$ cat src/rtl/fir15_pkg.sv
package fir15_pkg;

    localparam int unsigned SMP_W  = 16;
    localparam int unsigned SMP_FR = 15;
    localparam int unsigned OUT_W  = 16;
    localparam int unsigned OUT_FR = 9;
    localparam int unsigned ACC_W  = 40;

    // Bits dropped when moving from the accumulator grid to the output grid.
    function automatic int unsigned drop_bits(input int unsigned in_fr,
                                              input int unsigned cf_fr,
                                              input int unsigned out_fr);
        return in_fr + cf_fr - out_fr;
    endfunction

endpackage

$ cat src/rtl/fir15_line.sv
module fir15_line #(
    parameter int unsigned NDLY = 14,
    parameter int unsigned W    = 16
) (
    input  logic                      clk,
    input  logic                      srst,
    input  logic                      ce,
    input  logic [W-1:0]              din,
    output logic [NDLY-1:0][W-1:0]    dly
);

    always_ff @(posedge clk) begin
        if (srst) begin
            dly <= '0;
        end else if (ce) begin
            dly[0] <= din;
            for (int k = 1; k < NDLY; k++) begin
                dly[k] <= dly[k-1];
            end
        end
    end

endmodule

$ cat src/rtl/fir15_mac.sv
module fir15_mac #(
    parameter int unsigned NTAPS = 15,
    parameter int unsigned W     = 16,
    parameter int unsigned CW    = 16,
    parameter int unsigned AW    = 40,
    parameter logic signed [CW-1:0] COEF [NTAPS] = '{default: '0}
) (
    input  logic [W-1:0]                 cur,
    input  logic [NTAPS-2:0][W-1:0]      dly,
    output logic signed [AW-1:0]         acc
);

    localparam int unsigned PW = W + CW;

    logic signed [PW-1:0] prod [NTAPS];

    generate
        for (genvar k = 0; k < NTAPS; k++) begin : g_tap
            if (k == 0) begin : g_cur
                assign prod[k] = $signed(cur) * COEF[k];
            end else begin : g_old
                assign prod[k] = $signed(dly[k-1]) * COEF[k];
            end
        end
    endgenerate

    always_comb begin
        acc = '0;
        for (int k = 0; k < NTAPS; k++) begin
            acc = acc + {{(AW-PW){prod[k][PW-1]}}, prod[k]};
        end
    end

endmodule

$ cat src/rtl/fir15_round.sv
module fir15_round #(
    parameter int unsigned AW = 40,
    parameter int unsigned OW = 16,
    parameter int unsigned SH = 21
) (
    input  logic signed [AW-1:0] acc,
    output logic [OW-1:0]        res
);

    localparam logic [SH-1:0] HALF = {1'b1, {(SH-1){1'b0}}};

    logic signed [AW-1:0] quo;
    logic [SH-1:0]        frac;
    logic                 bump;

    always_comb begin
        quo  = acc >>> SH;
        frac = acc[SH-1:0];
        bump = (frac > HALF) || ((frac == HALF) && quo[0]);
        res  = quo[OW-1:0] + {{(OW-1){1'b0}}, bump};
    end

endmodule

$ cat src/rtl/fir15_q9.sv
module fir15_q9 #(
    parameter int unsigned NTAPS     = 15,
    parameter int unsigned COEF_W    = 16,
    parameter int unsigned COEF_FRAC = 15,
    parameter logic signed [COEF_W-1:0] COEF [NTAPS] = '{
        -16'sd120, -16'sd310, 16'sd0, 16'sd980, 16'sd2450, 16'sd4300, 16'sd5900, 16'sd6540,
        16'sd5900, 16'sd4300, 16'sd2450, 16'sd980, 16'sd0, -16'sd310, -16'sd120}
) (
    input  logic        clk,
    input  logic        srst,
    input  logic        ce,
    input  logic [15:0] smp_in,
    output logic [15:0] flt_out
);

    import fir15_pkg::*;

    localparam int unsigned NDLY = NTAPS - 1;
    localparam int unsigned SH   = drop_bits(SMP_FR, COEF_FRAC, OUT_FR);

    logic [NDLY-1:0][SMP_W-1:0] dly_q;
    logic signed [ACC_W-1:0]    acc_c;
    logic [OUT_W-1:0]           res_c;

    fir15_line #(.NDLY(NDLY), .W(SMP_W)) u_line (
        .clk (clk),
        .srst(srst),
        .ce  (ce),
        .din (smp_in),
        .dly (dly_q)
    );

    fir15_mac #(.NTAPS(NTAPS), .W(SMP_W), .CW(COEF_W), .AW(ACC_W), .COEF(COEF)) u_mac (
        .cur(smp_in),
        .dly(dly_q),
        .acc(acc_c)
    );

    fir15_round #(.AW(ACC_W), .OW(OUT_W), .SH(SH)) u_rnd (
        .acc(acc_c),
        .res(res_c)
    );

    always_ff @(posedge clk) begin
        if (srst) begin
            flt_out <= '0;
        end else if (ce) begin
            flt_out <= res_c;
        end
    end

endmodule

$ cat config.mk
export PLATFORM = sky130hd
export DESIGN_NAME = fir15_q9
export DESIGN_NICKNAME = d
export VERILOG_FILES = /design/src/rtl/fir15_pkg.sv /design/src/rtl/fir15_line.sv /design/src/rtl/fir15_mac.sv /design/src/rtl/fir15_round.sv /design/src/rtl/fir15_q9.sv
export SDC_FILE = /design/constraint.sdc
export NUM_CORES = 2
export LEC_CHECK = 0
export ABC_AREA = 1
export BUFFER_PORTS_ARGS = -buffer_cell sky130_fd_sc_hd__buf_2
export CAP_MARGIN = 0
export CORE_MARGIN = 3
export CORE_UTILIZATION = 25
export CTS_CLUSTER_DIAMETER = 50
export DETAILED_ROUTE_END_ITERATION = 10
export GPL_TIMING_DRIVEN = 0
export SLEW_MARGIN = 30
export SYNTH_ARGS = -nofsm -noshare
export SYNTH_HDL_FRONTEND = slang
export SYNTH_HIERARCHICAL = 1
export SYNTH_SLANG_ARGS = --single-unit
$ cat constraint.sdc
create_clock -name clk -period 8.5 [get_ports clk]
set_clock_uncertainty 0.1 [all_clocks]
set_input_delay 0 -clock clk [delete_from_list [all_inputs] [get_ports clk]]
set_output_delay 0 -clock clk [all_outputs]
set_load 0.005 [all_outputs]
==> key figures <==
Cells and area
  • Fill cells: between 20k and 30k
  • Syn-to-layout area delta: 16.86%
  • Non-Filler Instances: 11.74k
  • Final Util: 29.42%
  • Layout cells sized above 1: between 10% and 20%
  • Nets: 10.40k

Clock tree
  • Clock-pin slew on the worst setup and hold paths: ~60 ps
  • Total clock sinks: 240
  • CTS buffer count: 44
  • Clk root buf: clkbuf_16
  • H-tree levels: 2
  • Clk_lat worst skew: 680 ps
  • CTS tree: built
  • Deepest clock path buffer count: 3

Setup path
  • Crit path arrival time: 9600 ps
  • Critical Path RT: 8980 ps
  • CP Capture Type: flip-flop
  • Slowest cell on crit path: fa_1
  • Most common cell on crit path: fa_1
  • CP peak stage delay: around 600 ps
  • Crit path max fanout: 7
  • Critical path buffers and inverters: 8
  • Startpoint Class: flip-flop
  • Delay-heaviest family, CP: adder cells
  • Setup CP Type: reg -> reg

STA
  • Min Tclk post-route: 9121 ps
  • Period utilization: 107.3%
  • Slew at the pin closest to its max-slew limit: 696.9 ps
  • Number of hold violations in the final report: 0
  • RSZ-0062 raised after global routing: true
  • Final setup violation count: 15
  • Slew Limit Fails: 0
  • Post-route setup TNS: -6788 ps
  • Final worst setup slack: -620.5 ps
  • Slew margin rel.: 53.54%
  • Hold_ws: 169.8 ps
  • Highest clock rate: 109.6 MHz

Place
  • Placer congestion estimate: 0.9533
  • Input/output buffers: 34
  • DP Wirelength: between 150000 and 200000 um
  • Placed cell count: 11.51k

Yosys
  • Post-synthesis cell count: 8287
  • Syn Nets: 10.17k
  • Ys Warns: 6
  • Post-Syn Area: between 0.06 and 0.07 mm2
  • Avg Cell Area, Syn: 7.321 um2

Route
  • WL/cell: 15.34 um
  • Final ANT Viol Nets: 0
  • Via count: slightly above 50k
  • Via/cell ratio: 4.293
  • # DRC: 0
  • Initial DRC Count: ~3.1k
  • Routed wire length: between 150000 and 200000 um
  • Drt first pass iters: 9

GRT
  • Initial antenna violation count: 2
  • Overall Global Routing Usage: 14.32%
  • First-pass GRT wire length: 280400 um
  • Overflow after GRT: 0
  • Largest net degree at the start of global routing: 20
  • Vias in the first global route: 50.35k

Floorplanning
  • I/O pin count: 35
  • Core ar.: 0.2410 mm2
  • Die area: 0.2486 mm2
  • Chip width: 498.6 um
  • Die Y: approximately 500 um
  • Initial Util: about a quarter
  • Site Rows: 180

Status
  • Status: finished with violations
  • Failing checks: setup timing

Run
  • Max Cap Violations: 0

Hold path
  • Hold Crit Class: in -> reg
state kept, by name, indices dropped and copies added, names as in the netlist:
name	cells
flt_out	16
u_line/dly	224
worst register-to-register path: cells and delay by family, from the launching register on:
kind	cells	cell delay, ps
and+or+nand+nor	16	1700
xor gates and xnor gates	3	770
DFF	1	400
adders and majority gates	13	5550
AOI/OAI and AO/OA	1	100
buffers and inverters	8	460
placed cells by master (no fill, tap or decap), types with 86 or more instances in the layout:
master and n:
inv_1 2112, nand2_1 1765, ha_1 948, fa_1 796, nor2_1 763, a21oi_1 225
nand3_1 225, buf_4 152, nand2_2 115, o21ai_0 107, dfxtp_1 97, xnor2_1 96
inv_2 91, nand4_1 86
stage by stage:
step	setup slack (ps)	instance area, um2
4_1_cts	-634.3	69330
6_report	-620.5	70890
2_1_floorplan	2.983	60770
3_5_place_dp	-1807	64930
3_3_place_gp	-1773	64930
5_1_grt	-938.5	70890
area by class of cell:
cell class | instances | area (um2) | share of cell area, %
diodes | 1 | 2.502 | 0.003530
flip-flops and latches | 240 | 5191 | 7.323
clock buffers | 48 | 1126 | 1.588
clock inverters | 33 | 405.4 | 0.5718
inverters | 2210 | 8305 | 11.72
plain buffers | 83 | 656.9 | 0.9266
well taps | 3185 | 3985 | 5.621
repair buffers | 185 | 1376 | 1.941
multi-input cells | 5754 | 49840 | 70.31
path summary, 6_finish.rpt:
check | startpoint | endpoint | slack [ps] | cells past startpoint
worst max-delay path | u_line/dly[152]$_SDFFE_PP0P_ | flt_out[12]$_SDFFE_PP0P_ | -620 | 41
worst min-delay path | smp_in[13] | u_line/dly[13]$_SDFFE_PP0P_ | 170 | 6
worst max register to register | u_line/dly[152]$_SDFFE_PP0P_ | flt_out[12]$_SDFFE_PP0P_ | -620 | 41
worst min register to register | flt_out[11]$_SDFFE_PP0P_ | flt_out[11]$_SDFFE_PP0P_ | 370 | 2
repair_timing:
item,CTS,global route
setup endpoints to repair,16,16
endpoints found under the hold margin,32,0
pin swaps,91,177
buffers inserted,92,42
hold buffers,18,0
resized for setup,524,339
per-layer routing:
| metal | wire, um | track usage [%] |
|---|---|---|
| met1 | 80960 | 18.90 |
| met2 | 83290 | 24.06 |
| met3 | 7836 | 1.373 |
| met4 | 7942 | 5.563 |
| met5 | 13 | 0 |
Power is left out: the tool's default activity adds up to more than one toggle a clock period on the data nets, which glitch-free logic cannot reach.
